$ cat src/rtl/flt_pkg.sv
package flt_pkg;
  localparam int unsigned FLT_NCH       = 8;
  localparam int unsigned FLT_CONFIRM   = 3;
  localparam int unsigned FLT_LO_LOG    = 3;
  localparam int unsigned FLT_HI_LOG    = 6;

  function automatic int unsigned cnt_width(input int unsigned limit);
    return (limit < 2) ? 1 : $clog2(limit + 1);
  endfunction
endpackage

$ cat src/rtl/flt_rst_sync.sv
module flt_rst_sync (
  input  logic clk,
  input  logic arst_n,
  output logic srst_n
);
  logic [1:0] stage_q;

  always_ff @(posedge clk or negedge arst_n) begin
    if (!arst_n) stage_q <= 2'b00;
    else         stage_q <= {stage_q[0], 1'b1};
  end

  assign srst_n = stage_q[1];
endmodule

$ cat src/rtl/flt_sync2.sv
module flt_sync2 #(
  parameter int unsigned W = 8
) (
  input  logic         clk,
  input  logic         rst_n,
  input  logic [W-1:0] async_i,
  output logic [W-1:0] sync_o
);
  logic [W-1:0] meta_q;
  logic [W-1:0] sync_q;

  always_ff @(posedge clk or negedge rst_n) begin
    if (!rst_n) begin
      meta_q <= '0;
      sync_q <= '0;
    end else begin
      meta_q <= async_i;
      sync_q <= meta_q;
    end
  end

  assign sync_o = sync_q;
endmodule

$ cat src/rtl/flt_tick_gen.sv
module flt_tick_gen #(
  parameter int unsigned LO_LOG = 3,
  parameter int unsigned HI_LOG = 6
) (
  input  logic clk,
  input  logic rst_n,
  input  logic div_sel_i,
  output logic tick_o
);
  logic [HI_LOG-1:0] cnt_q;
  logic [HI_LOG-1:0] cnt_d;
  logic              wrap_lo;
  logic              wrap_hi;

  generate
    if (LO_LOG >= HI_LOG) begin : g_bad_cfg
      initial $display("flt_tick_gen: LO_LOG must be below HI_LOG");
    end
  endgenerate

  always_comb begin
    cnt_d = cnt_q + 1'b1;
  end

  always_ff @(posedge clk or negedge rst_n) begin
    if (!rst_n) cnt_q <= '0;
    else        cnt_q <= cnt_d;
  end

  assign wrap_lo = &cnt_q[LO_LOG-1:0];
  assign wrap_hi = &cnt_q;
  assign tick_o  = div_sel_i ? wrap_hi : wrap_lo;
endmodule

$ cat src/rtl/flt_chan.sv
module flt_chan #(
  parameter int unsigned CONFIRM = 3
) (
  input  logic clk,
  input  logic rst_n,
  input  logic tick_i,
  input  logic lvl_i,
  output logic out_o
);
  localparam int unsigned CW = flt_pkg::cnt_width(CONFIRM);
  localparam logic [CW-1:0] LAST = CW'(CONFIRM - 1);

  logic          cand_q, cand_d;
  logic          out_q,  out_d;
  logic [CW-1:0] cnt_q,  cnt_d;

  always_comb begin
    cand_d = cand_q;
    out_d  = out_q;
    cnt_d  = cnt_q;
    if (lvl_i != cand_q) begin
      cand_d = lvl_i;
      cnt_d  = '0;
    end else if (cand_q == out_q) begin
      cnt_d  = '0;
    end else if (tick_i) begin
      if (cnt_q == LAST) begin
        out_d = cand_q;
        cnt_d = '0;
      end else begin
        cnt_d = cnt_q + 1'b1;
      end
    end
  end

  always_ff @(posedge clk or negedge rst_n) begin
    if (!rst_n) begin
      cand_q <= 1'b0;
      out_q  <= 1'b0;
      cnt_q  <= '0;
    end else begin
      cand_q <= cand_d;
      out_q  <= out_d;
      cnt_q  <= cnt_d;
    end
  end

  assign out_o = out_q;
endmodule

$ cat src/rtl/chan_glitch_filter.sv
module chan_glitch_filter #(
  parameter int unsigned NCH     = flt_pkg::FLT_NCH,
  parameter int unsigned CONFIRM = flt_pkg::FLT_CONFIRM,
  parameter int unsigned LO_LOG  = flt_pkg::FLT_LO_LOG,
  parameter int unsigned HI_LOG  = flt_pkg::FLT_HI_LOG
) (
  input  logic           clk,
  input  logic           rst_n,
  input  logic           div_sel,
  input  logic [NCH-1:0] raw_in,
  output logic [NCH-1:0] filt_out
);
  logic           rst_sn;
  logic           tick_w;
  logic [NCH-1:0] sync_w;

  flt_rst_sync u_rst (
    .clk    (clk),
    .arst_n (rst_n),
    .srst_n (rst_sn)
  );

  flt_sync2 #(.W(NCH)) u_sync (
    .clk     (clk),
    .rst_n   (rst_sn),
    .async_i (raw_in),
    .sync_o  (sync_w)
  );

  flt_tick_gen #(.LO_LOG(LO_LOG), .HI_LOG(HI_LOG)) u_tick (
    .clk       (clk),
    .rst_n     (rst_sn),
    .div_sel_i (div_sel),
    .tick_o    (tick_w)
  );

  generate
    for (genvar c = 0; c < NCH; c++) begin : g_ch
      flt_chan #(.CONFIRM(CONFIRM)) u_ch (
        .clk    (clk),
        .rst_n  (rst_sn),
        .tick_i (tick_w),
        .lvl_i  (sync_w[c]),
        .out_o  (filt_out[c])
      );
    end
  endgenerate
endmodule

$ cat config.mk
export PLATFORM = sky130hd
export DESIGN_NAME = chan_glitch_filter
export DESIGN_NICKNAME = d
export VERILOG_FILES = /design/src/rtl/flt_pkg.sv /design/src/rtl/flt_rst_sync.sv /design/src/rtl/flt_sync2.sv /design/src/rtl/flt_tick_gen.sv /design/src/rtl/flt_chan.sv /design/src/rtl/chan_glitch_filter.sv
export SDC_FILE = /design/constraint.sdc
export NUM_CORES = 1
export LEC_CHECK = 0
export ABC_AREA = 1
export BUFFER_PORTS_ARGS = -buffer_cell sky130_fd_sc_hd__buf_2
export CORE_MARGIN = 4
export CORE_UTILIZATION = 55
export CTS_BUF_LIST = sky130_fd_sc_hd__clkbuf_4 sky130_fd_sc_hd__clkbuf_8
export CTS_CLUSTER_DIAMETER = 40
export DETAILED_ROUTE_END_ITERATION = 7
export PLACE_DENSITY = 0.75
export RECOVER_POWER = 50
export SYNTH_ARGS = -nofsm -noshare
export SYNTH_HDL_FRONTEND = slang
export SYNTH_SLANG_ARGS = --single-unit
$ cat constraint.sdc
create_clock -name clk -period 2 [get_ports clk]
set_input_delay 0.6 -clock clk [delete_from_list [all_inputs] [get_ports clk]]
set_output_delay 0.6 -clock clk [all_outputs]
set_load 0.1 [all_outputs]
==> flow_summary.ini, run 1 <==
[grt]
first_global_vias = 1731
grt_max_degree = 27
antenna_found_initial = 0
grt_pass1_wl_um = 7190
grt_overflow_total = 0
grt_usage = 0.150

[yosys]
syn_area_um2 = 2580
ys_seq_area_frac = 0.542
syn_nets = 326
yosys_warnings = 0
ys_seq_elements = 56
yosys.area.top_type = dfrtp_1
synth_area_leaders = dfrtp_1 54%, nand2_1 13%, inv_1 8.1%, nor2_1 4.5%, nand4_1 2.9%
synthDistinctLibCells = 24
yosys.area.top_type_share = 0.542
synthCells = 312
avgSynthCellArea_um2 = 8.28

[worst_setup_path]
cp_max_fo = 17
crit_type = flop to flop
startpoint_type = flop
cp.arrival_ns = 1.99
end_kind = flop
reg2regPathDepth = 7
required_ns = 2.20

[clocking]
clk-insertion-delay-late_ns = 0.30
cts.sinks = 56
cts_buffers = 5
path_clk_slew_ns = 0.09
clockBufferDepth = 2
cts-root-buf = clkbuf_8
post-cts-setup-buffers = 0
cts_hold_buf = 0
htreeDepth = 2
cts_resized = 0
cts_tree = built

[status]
status = complete, no violations

[place]
dp_hpwl_um = 2760
place.gp.congestion = 0.786
place_area_um2 = 2620
portBuffers = 18
place_ws_ns = 0.216

[pwr]
max-vdd-ir-drop_mv = 0.485
clockPowerShare = 0.296
leakagePower_uw = 0.00144
power_switching_uw = 484
p_sw_frac = 0.247
pwr-share-comb = 0.083
powerDensity_nw_per_um2 = 729
intPower_uw = 1480
p_seq_frac = 0.621

[floorplanning]
core-area_um2 = 4440
fp.dieArea_um2 = 5860
start_util = 0.581
dieHeight_um = 76.5
ios = 19
rows = 24
fp.dieW_um = 76.5

[final_layout]
regArea_um2 = 1400
multi_input_area_um2 = 832
area_growth_pct = 4.16
n_antenna_cell = 0
final_nets = 332
fill_cells = 372
final_area_um2 = 2690
final_layout_size_suffix_gt1_frac = 0.107

[routing]
via_count = 1776
postRouteAntennaNets = 0
drc = 0
vias_per_cell = 4.80
drt_iter0_markers = 77
totalWireLength_um = 3880
drt-wirelength-per-cell_um = 10.5
first_pass_iters = 4

[min_path]
min_path_type = input port to asynchronous set/reset pin

[timing]
drv_slew = 0
worstMarginPinSlew_ns = 0.941
rsz0062_at_grt = no
fin_crit_ns = 1.80
hold_violations = 0
max_freq_mhz = 557
tns_ns = 0
clock-skew-final_ns = 0.00685
fin_ws_ns = 0.204
min_period_over_period = 0.898
maxSlewHeadroom = 0.373
final-setup-viol-count = 0

[run]
max_cap_viol_count = 0
-- flip-flops by register name (all words and copies together), names as in the netlist --
signal	cells
g_ch.u_ch.cnt_q	16
g_ch.u_ch.cand_q	8
g_ch.u_ch.out_o	8
u_sync.meta_q	8
u_sync.sync_o	8
u_tick.cnt_q	6
u_rst.stage_q	2
-- kinds of logic after synthesis --
kind of cell,Yosys count,share of synthesized area
DFF,56,0.542
AOI/OAI and AO/OA,13,0.0295
and+or+nand+nor,157,0.260
adders and majority gates,3,0.0145
xor gates and xnor gates,5,0.0169
buffers and inverters,77,0.136
other,1,0.00145
-- placed cells by master, fill, tap and decap left out, drive strengths merged --
cell type	synthesis	final
clkinv	0	1
nor2	32	32
o21ai	5	5
inv	56	56
a21oi	8	8
dfrtp	56	56
nor3	1	1
nand3	16	16
buf	13	18
or2	2	2
nand2	94	94
nand4	12	12
conb	1	1
xor2	5	5
ha	3	3
clkbuf	8	8
-- per-layer routing --
| metal | vias up | wire length, um | global-route usage |
|---|---|---|---|
| met4 | 0 | 25 | 0.0507 |
| met5 | - | 0 | 0 |
| met3 | 2 | 133 | 0.0390 |
| met1 | 821 | 1900 | 0.189 |
| li1 | 929 | - | - |
| met2 | 24 | 1830 | 0.250 |
-- power by group through the flow --
stage                     clock [uW]  sequential, uW  combinational (uW)
final                            580            1220                 163
after global routing             658            1230                 187
after CTS                        609            1220                 165
after detailed placement           0            1240                 164
after global placement             0            1240                 159
after floorplan                    0            1240                 133
-- worst max-delay path, stage by stage (launching register included) --
cell,delay [ns]
dfrtp_1,0.40
ha_1,0.26
ha_1,0.21
or2_1,0.43
nand2_1,0.20
nand2_1,0.08
nand2_1,0.06
nand2_1,0.05
-- final timing paths --
path                       slack, ns                     to              from
min in group clk                0.35       u_sync.sync_o[0]  u_sync.meta_q[0]
setup / recovery                0.20  g_ch[0].u_ch.cnt_q[0]   u_tick.cnt_q[0]
hold / removal                  0.06       u_rst.stage_q[1]             rst_n
hold reg to reg                 0.35       u_sync.sync_o[0]  u_sync.meta_q[0]
setup reg to reg                0.20  g_ch[0].u_ch.cnt_q[0]   u_tick.cnt_q[0]
max in group asynchronous       0.69  g_ch[7].u_ch.cnt_q[0]  u_rst.stage_q[1]
-- area by class of cell --
type,count,area share
Clock inverter,1,0.00186
Tap cell,52,0.0242
Clock buffer,6,0.0284
Sequential cell,56,0.521
Multi-Input combinational cell,179,0.309
Inverter,56,0.0781
Timing Repair Buffer,20,0.0377
-- per-stage QoR --
stage / power [uW] / hold WS (ns) / utilization / cells
after detailed placement: 1410 / 0.260 / 0.588 / 363
final: 1960 / 0.0649 / 0.606 / 370
after CTS: 1990 / 0.0544 / 0.607 / 370
after global placement: 1400 / 0.256 / 0.588 / 363
after global routing: 2070 / 0.0493 / 0.606 / 370
after floorplan: 1370 / 0.304 / - / 312
-- synthesized netlist by cell type --
cell      instances
nand2_1          91
inv_1            56
nand3_2           2
buf_6             4
buf_2             1
a21oi_1           8
nand3_1          14
nor2_1           31
conb_1            1
nand2_4           1
or2_1             1
o21ai_1           2
dfrtp_1          56
nor3_1            1
nand2_2           2
nor2_2            1
clkbuf_1          8
nand4_1          12
xor2_1            5
o21ai_0           2
buf_4             8
or2_2             1
o21ai_4           1
ha_1              3
Note: power is estimated with default switching activity, not from simulation.
==> run 2: changes to the inputs <==
--- a/config.mk
+++ b/config.mk
@@ -8,11 +8,11 @@
 export ABC_AREA = 1
 export BUFFER_PORTS_ARGS = -buffer_cell sky130_fd_sc_hd__buf_2
 export CORE_MARGIN = 4
-export CORE_UTILIZATION = 55
+export CORE_UTILIZATION = 62
 export CTS_BUF_LIST = sky130_fd_sc_hd__clkbuf_4 sky130_fd_sc_hd__clkbuf_8
 export CTS_CLUSTER_DIAMETER = 40
 export DETAILED_ROUTE_END_ITERATION = 7
-export PLACE_DENSITY = 0.75
+export PLACE_DENSITY = 0.83
 export RECOVER_POWER = 50
 export SYNTH_ARGS = -nofsm -noshare
 export SYNTH_HDL_FRONTEND = slang
==> constraint.sdc (replaced) <==
create_clock -name clk -period 1.9 [get_ports clk]
set_input_delay 0.57 -clock clk [delete_from_list [all_inputs] [get_ports clk]]
set_output_delay 0.57 -clock clk [all_outputs]
set_load 0.1 [all_outputs]
==> run 2 against run 1 <==
  * Combinational power increased by 8%
  * Clock skew decreased by 0.00065 ns
  * Sequential cell count did not move
  * Global-route usage grew 3.3 points
  * Critical endpoint is now filt_out[0]
  * Via count is 1.0% higher
  * Utilization increased by 6.9 points
  * Sequential power rose by 5%
  * Count of clock-buffer cells in the layout is the same
==> flow_summary.ini, run 2 (synthesis results as in run 1) <==
[status]
status = complete, no violations

[clocking]
cts_tree = built
clk-insertion-delay-late_ns = 0.30
cts_resized = 0
cts-root-buf = clkbuf_8
cts_buffers = 5
htreeDepth = 2
post-cts-setup-buffers = 0
cts.sinks = 56
path_clk_slew_ns = 0.09
clockBufferDepth = 2
cts_hold_buf = 0

[pwr]
max-vdd-ir-drop_mv = 0.678
leakagePower_uw = 0.00145
powerDensity_nw_per_um2 = 816

[run]
max_cap_viol_count = 0

[place]
place_area_um2 = 2630
dp_cells = 361
portBuffers = 18
place.gp.congestion = 0.786
place_ws_ns = 0.209
dp_hpwl_um = 2780

[final_layout]
final_layout_size_suffix_gt1_frac = 0.110
area_growth_pct = 5.23
largest_register_ffs = 16
regMostFlops = g_ch.u_ch.cnt_q
final_cell_mix = 91 x nand2_1, 56 x inv_1, 56 x dfrtp_1, 31 x nor2_1, 17 x buf_2
final_common_cell = nand2_1
fill_cells = 332
final_nets = 332
final_util = 0.675
final_cells = 369
final_area_um2 = 2720
n_antenna_cell = 0

[routing]
drt_iter0_markers = 98
vias_per_cell = 4.86
drc = 0
via_count = 1794
drt-wirelength-per-cell_um = 10.8
postRouteAntennaNets = 0
totalWireLength_um = 3970
first_pass_iters = 4

[grt]
grt_overflow_total = 0
grt_max_degree = 46
grt_pass1_wl_um = 7510
first_global_vias = 1797
grt_usage = 0.183
antenna_found_initial = 0

[worst_setup_path]
startpoint_type = flop
required_ns = 1.33
cp_num_buf_inv = 1
end_kind = output pin
crit_chain = buf_2
cp_max_fo = 5
critPathSlowestCell = buf_2
crit_type = flop to output pin
critPathTopFamily = buffers and inverters
cp.arrival_ns = 1.19
critPathMaxStageDelay_ns = 0.46

[timing]
tns_ns = 0
rsz0062_at_grt = no
hold_violations = 0
clock-skew-final_ns = 0.00620
worstMarginPinSlew_ns = 1.06
final-setup-viol-count = 0
fin_crit_ns = 1.76
min_period_over_period = 0.929
drv_slew = 0
fin_ws_ns = 0.135
max_freq_mhz = 567
maxSlewHeadroom = 0.292

[floorplanning]
core-area_um2 = 4030
fp.dieW_um = 72.6
dieHeight_um = 72.6
fp.dieArea_um2 = 5260
rows = 23
ios = 19
start_util = 0.641

[min_path]
min_path_type = input port to asynchronous set/reset pin
## run 2: cell types whose count changed in the layout (fill, tap and decap cells not counted)
cell | before | now
bufinv_16 | 0 | 1
## run 2: path summary, 6_finish.rpt
kind	from	to	slack (ns)	cells after the start
max	g_ch[0].u_ch.out_o	filt_out[0]	0.14	1
max in group asynchronous	u_rst.stage_q[1]	u_sync.meta_q[0]	0.41	1
min in group clk	u_sync.meta_q[2]	u_sync.sync_o[2]	0.36	0
min	rst_n	u_rst.stage_q[0]	0.03	1
min reg2reg	u_rst.stage_q[1]	u_sync.meta_q[2]	0.15	0
max reg2reg	u_tick.cnt_q[0]	g_ch[6].u_ch.out_o	0.19	7
## run 2: area by class of cell
type | count | area (um^2) | area share
sequential | 56 | 1400 | 0.515
tap | 50 | 62.6 | 0.0230
multi-input combinational | 179 | 832 | 0.306
inverter | 56 | 210 | 0.0773
clock buffer | 6 | 76.3 | 0.0281
clock inverter | 2 | 35.0 | 0.0129
timing repair buffer | 20 | 101 | 0.0373
## run 2: metrics by stage
stage | hold WS (ns) | power (uW)
floorplan | 0.274 | 1440
global placement | 0.132 | 1470
detailed placement | 0.132 | 1480
CTS | 0.0209 | 2250
global route | 0.0147 | 2330
finish | 0.0324 | 2220
## run 2: per-layer routing
| metal | GRT usage | part of all wire | up-vias |
|---|---|---|---|
| li1 | - | - | 930 |
| met1 | 0.222 | 0.46 | 816 |
| met2 | 0.313 | 0.48 | 37 |
| met3 | 0.0457 | 0.038 | 11 |
| met4 | 0.0717 | 0.022 | 0 |
| met5 | 0 | 0 | - |
## run 2: report_power, final
group	switching, uW	internal, uW	leakage [uW]
registers	39.0	1240	0.000702
clock network	360	406	0.0000586
logic	124	51.7	0.000692
total	523	1700	0.00145
==> run 3: changes to the inputs <==
--- a/config.mk
+++ b/config.mk
@@ -7,7 +7,7 @@
 export LEC_CHECK = 0
 export ABC_AREA = 1
 export BUFFER_PORTS_ARGS = -buffer_cell sky130_fd_sc_hd__buf_2
-export CORE_MARGIN = 4
+export CORE_MARGIN = 1
 export CORE_UTILIZATION = 62
 export CTS_BUF_LIST = sky130_fd_sc_hd__clkbuf_4 sky130_fd_sc_hd__clkbuf_8
 export CTS_CLUSTER_DIAMETER = 40
==> run 3 against run 2 <==
  * Wire length rose by 3.3%
  * Final cell count up 0.27%
  * Largest cell class unchanged
  * Die area fell by 16%
  * Maximum frequency down 0.95%
  * Register-to-register slack hardly changed
  * Critical path depth did not move
  * Combinational power increased by 3%
  * Sequential power hardly changed
==> flow_summary.ini, run 3 (synthesis results as in run 1) <==
[routing]
wl_met3_um = 106
met2_length_um = 2100
drt-wirelength-per-cell_um = 11.1
drc = 0
via_count = 1801
vias_per_cell = 4.87
drt-met1-wl_um = 1800
drt_iter0_markers = 96
totalWireLength_um = 4100
highest_layer = met4
first_pass_iters = 4
postRouteAntennaNets = 0

[timing]
rsz0062_at_grt = no
max_freq_mhz = 561
min_period_over_period = 0.938
clock-skew-final_ns = 0.0117
tns_ns = 0
final-setup-viol-count = 0
worstMarginPinSlew_ns = 1.26
hold_violations = 0
maxSlewHeadroom = 0.157
fin_crit_ns = 1.78
drv_slew = 0

[floorplanning]
rows = 23
ios = 19
start_util = 0.646
fp.dieW_um = 66.6
dieHeight_um = 66.6
fp.dieArea_um2 = 4430
core-area_um2 = 4000

[pwr]
max-vdd-ir-drop_mv = 0.658
leakagePower_uw = 0.00146
power_uw = 2260
powerDensity_nw_per_um2 = 825

[final_layout]
n_antenna_cell = 0
fill_cells = 324
regMostFlops = g_ch.u_ch.cnt_q
largest_register_ffs = 16
final_common_cell = nand2_1
final_cell_mix = 91 x nand2_1, 56 x inv_1, 55 x dfrtp_1, 31 x nor2_1, 17 x buf_2
final_nets = 333
area_growth_pct = 5.81
final_layout_size_suffix_gt1_frac = 0.113
final_cells = 370
final_util = 0.683

[grt]
grt_overflow_total = 0
grt_usage = 0.223
first_global_vias = 1696
grt_max_degree = 31
antenna_found_initial = 0
grt_pass1_wl_um = 7140

[worst_setup_path]
ff2ff_setup_slack_ns = 0.20
cp.arrival_ns = 1.21
end_kind = output pin
crit_path_end = filt_out[0]
r2r_start = u_tick.cnt_q[0]
critPathSlowestCell = buf_2
cp_max_fo = 5
cp_num_buf_inv = 1
reg2reg_to = g_ch[1].u_ch.out_o
startpoint_type = flop
critPathMaxStageDelay_ns = 0.46
reg2regPathDepth = 6
required_ns = 1.33
crit_start = g_ch[0].u_ch.out_o
crit_type = flop to output pin
critPathTopFamily = buffers and inverters
crit_chain = buf_2
worst-path-stages = 1

[clocking]
clk-insertion-delay-late_ns = 0.31
cts.sinks = 56
cts-root-buf = clkbuf_8
post-cts-setup-buffers = 0
cts_buffers = 5
clockBufferDepth = 2
cts_tree = built
cts_resized = 0
htreeDepth = 2
cts_hold_buf = 0
path_clk_slew_ns = 0.09

[run]
max_cap_viol_count = 0

[place]
place.gp.congestion = 0.705
dp_hpwl_um = 2860
dp_cells = 362
portBuffers = 18

[status]
status = complete, no violations

[min_path]
min_path_type = input port to asynchronous set/reset pin
[run 3: changes by cell type in the layout (fill, tap and decap cells not counted)]
cell	delta
clkinv_4	+1
clkbuf_4	-1
dfrtp_1	-1
clkbuf_8	+1
dfrtp_2	+1
clkinv_2	-1
clkbuf_1	+1
[run 3: how the worst min path moves through the flow]
stage / cells past startpoint / to / from / slack, ns
after global routing: 1 / u_rst.stage_q[0] / rst_n / 0.02
after floorplan: 0 / u_rst.stage_q[0] / rst_n / 0.27
final: 1 / u_rst.stage_q[0] / rst_n / 0.03
after global placement: 1 / u_sync.meta_q[1] / u_rst.stage_q[1] / 0.25
after detailed placement: 1 / g_ch[1].u_ch.cnt_q[1] / u_rst.stage_q[1] / 0.26
after CTS: 1 / u_rst.stage_q[1] / rst_n / 0.02
[run 3: power breakdown]
| part | internal (uW) | switching (uW) | total [uW] |
|---|---|---|---|
| registers | 1240 | 37.5 | 1280 |
| clock network | 431 | 367 | 798 |
| logic | 52.2 | 130 | 182 |
[run 3: metrics by stage]
step / worst slack [ns] / cell area [um^2] / hold WS (ns)
floorplan: 0.226 / 2580 / 0.274
global placement: 0.262 / 2620 / 0.254
detailed placement: 0.201 / 2620 / 0.264
CTS: 0.117 / 2740 / 0.0154
global route: 0.0787 / 2730 / 0.0186
finish: 0.118 / 2730 / 0.0275
[run 3: final cells by class]
cell class | count | area [um^2] | area share
clock buffer | 6 | 82.6 | 0.0302
clock inverter | 2 | 38.8 | 0.0142
inverter | 56 | 210 | 0.0769
multi-input combinational | 179 | 832 | 0.304
sequential | 56 | 1400 | 0.513
tap | 50 | 62.6 | 0.0229
timing repair buffer | 21 | 105 | 0.0384
[run 3: per-layer routing]
layer | vias up | GRT usage
li1 | 936 | -
met1 | 834 | 0.263
met3 | 8 | 0.0462
met4 | 0 | 0.106
met2 | 23 | 0.386
met5 | - | 0
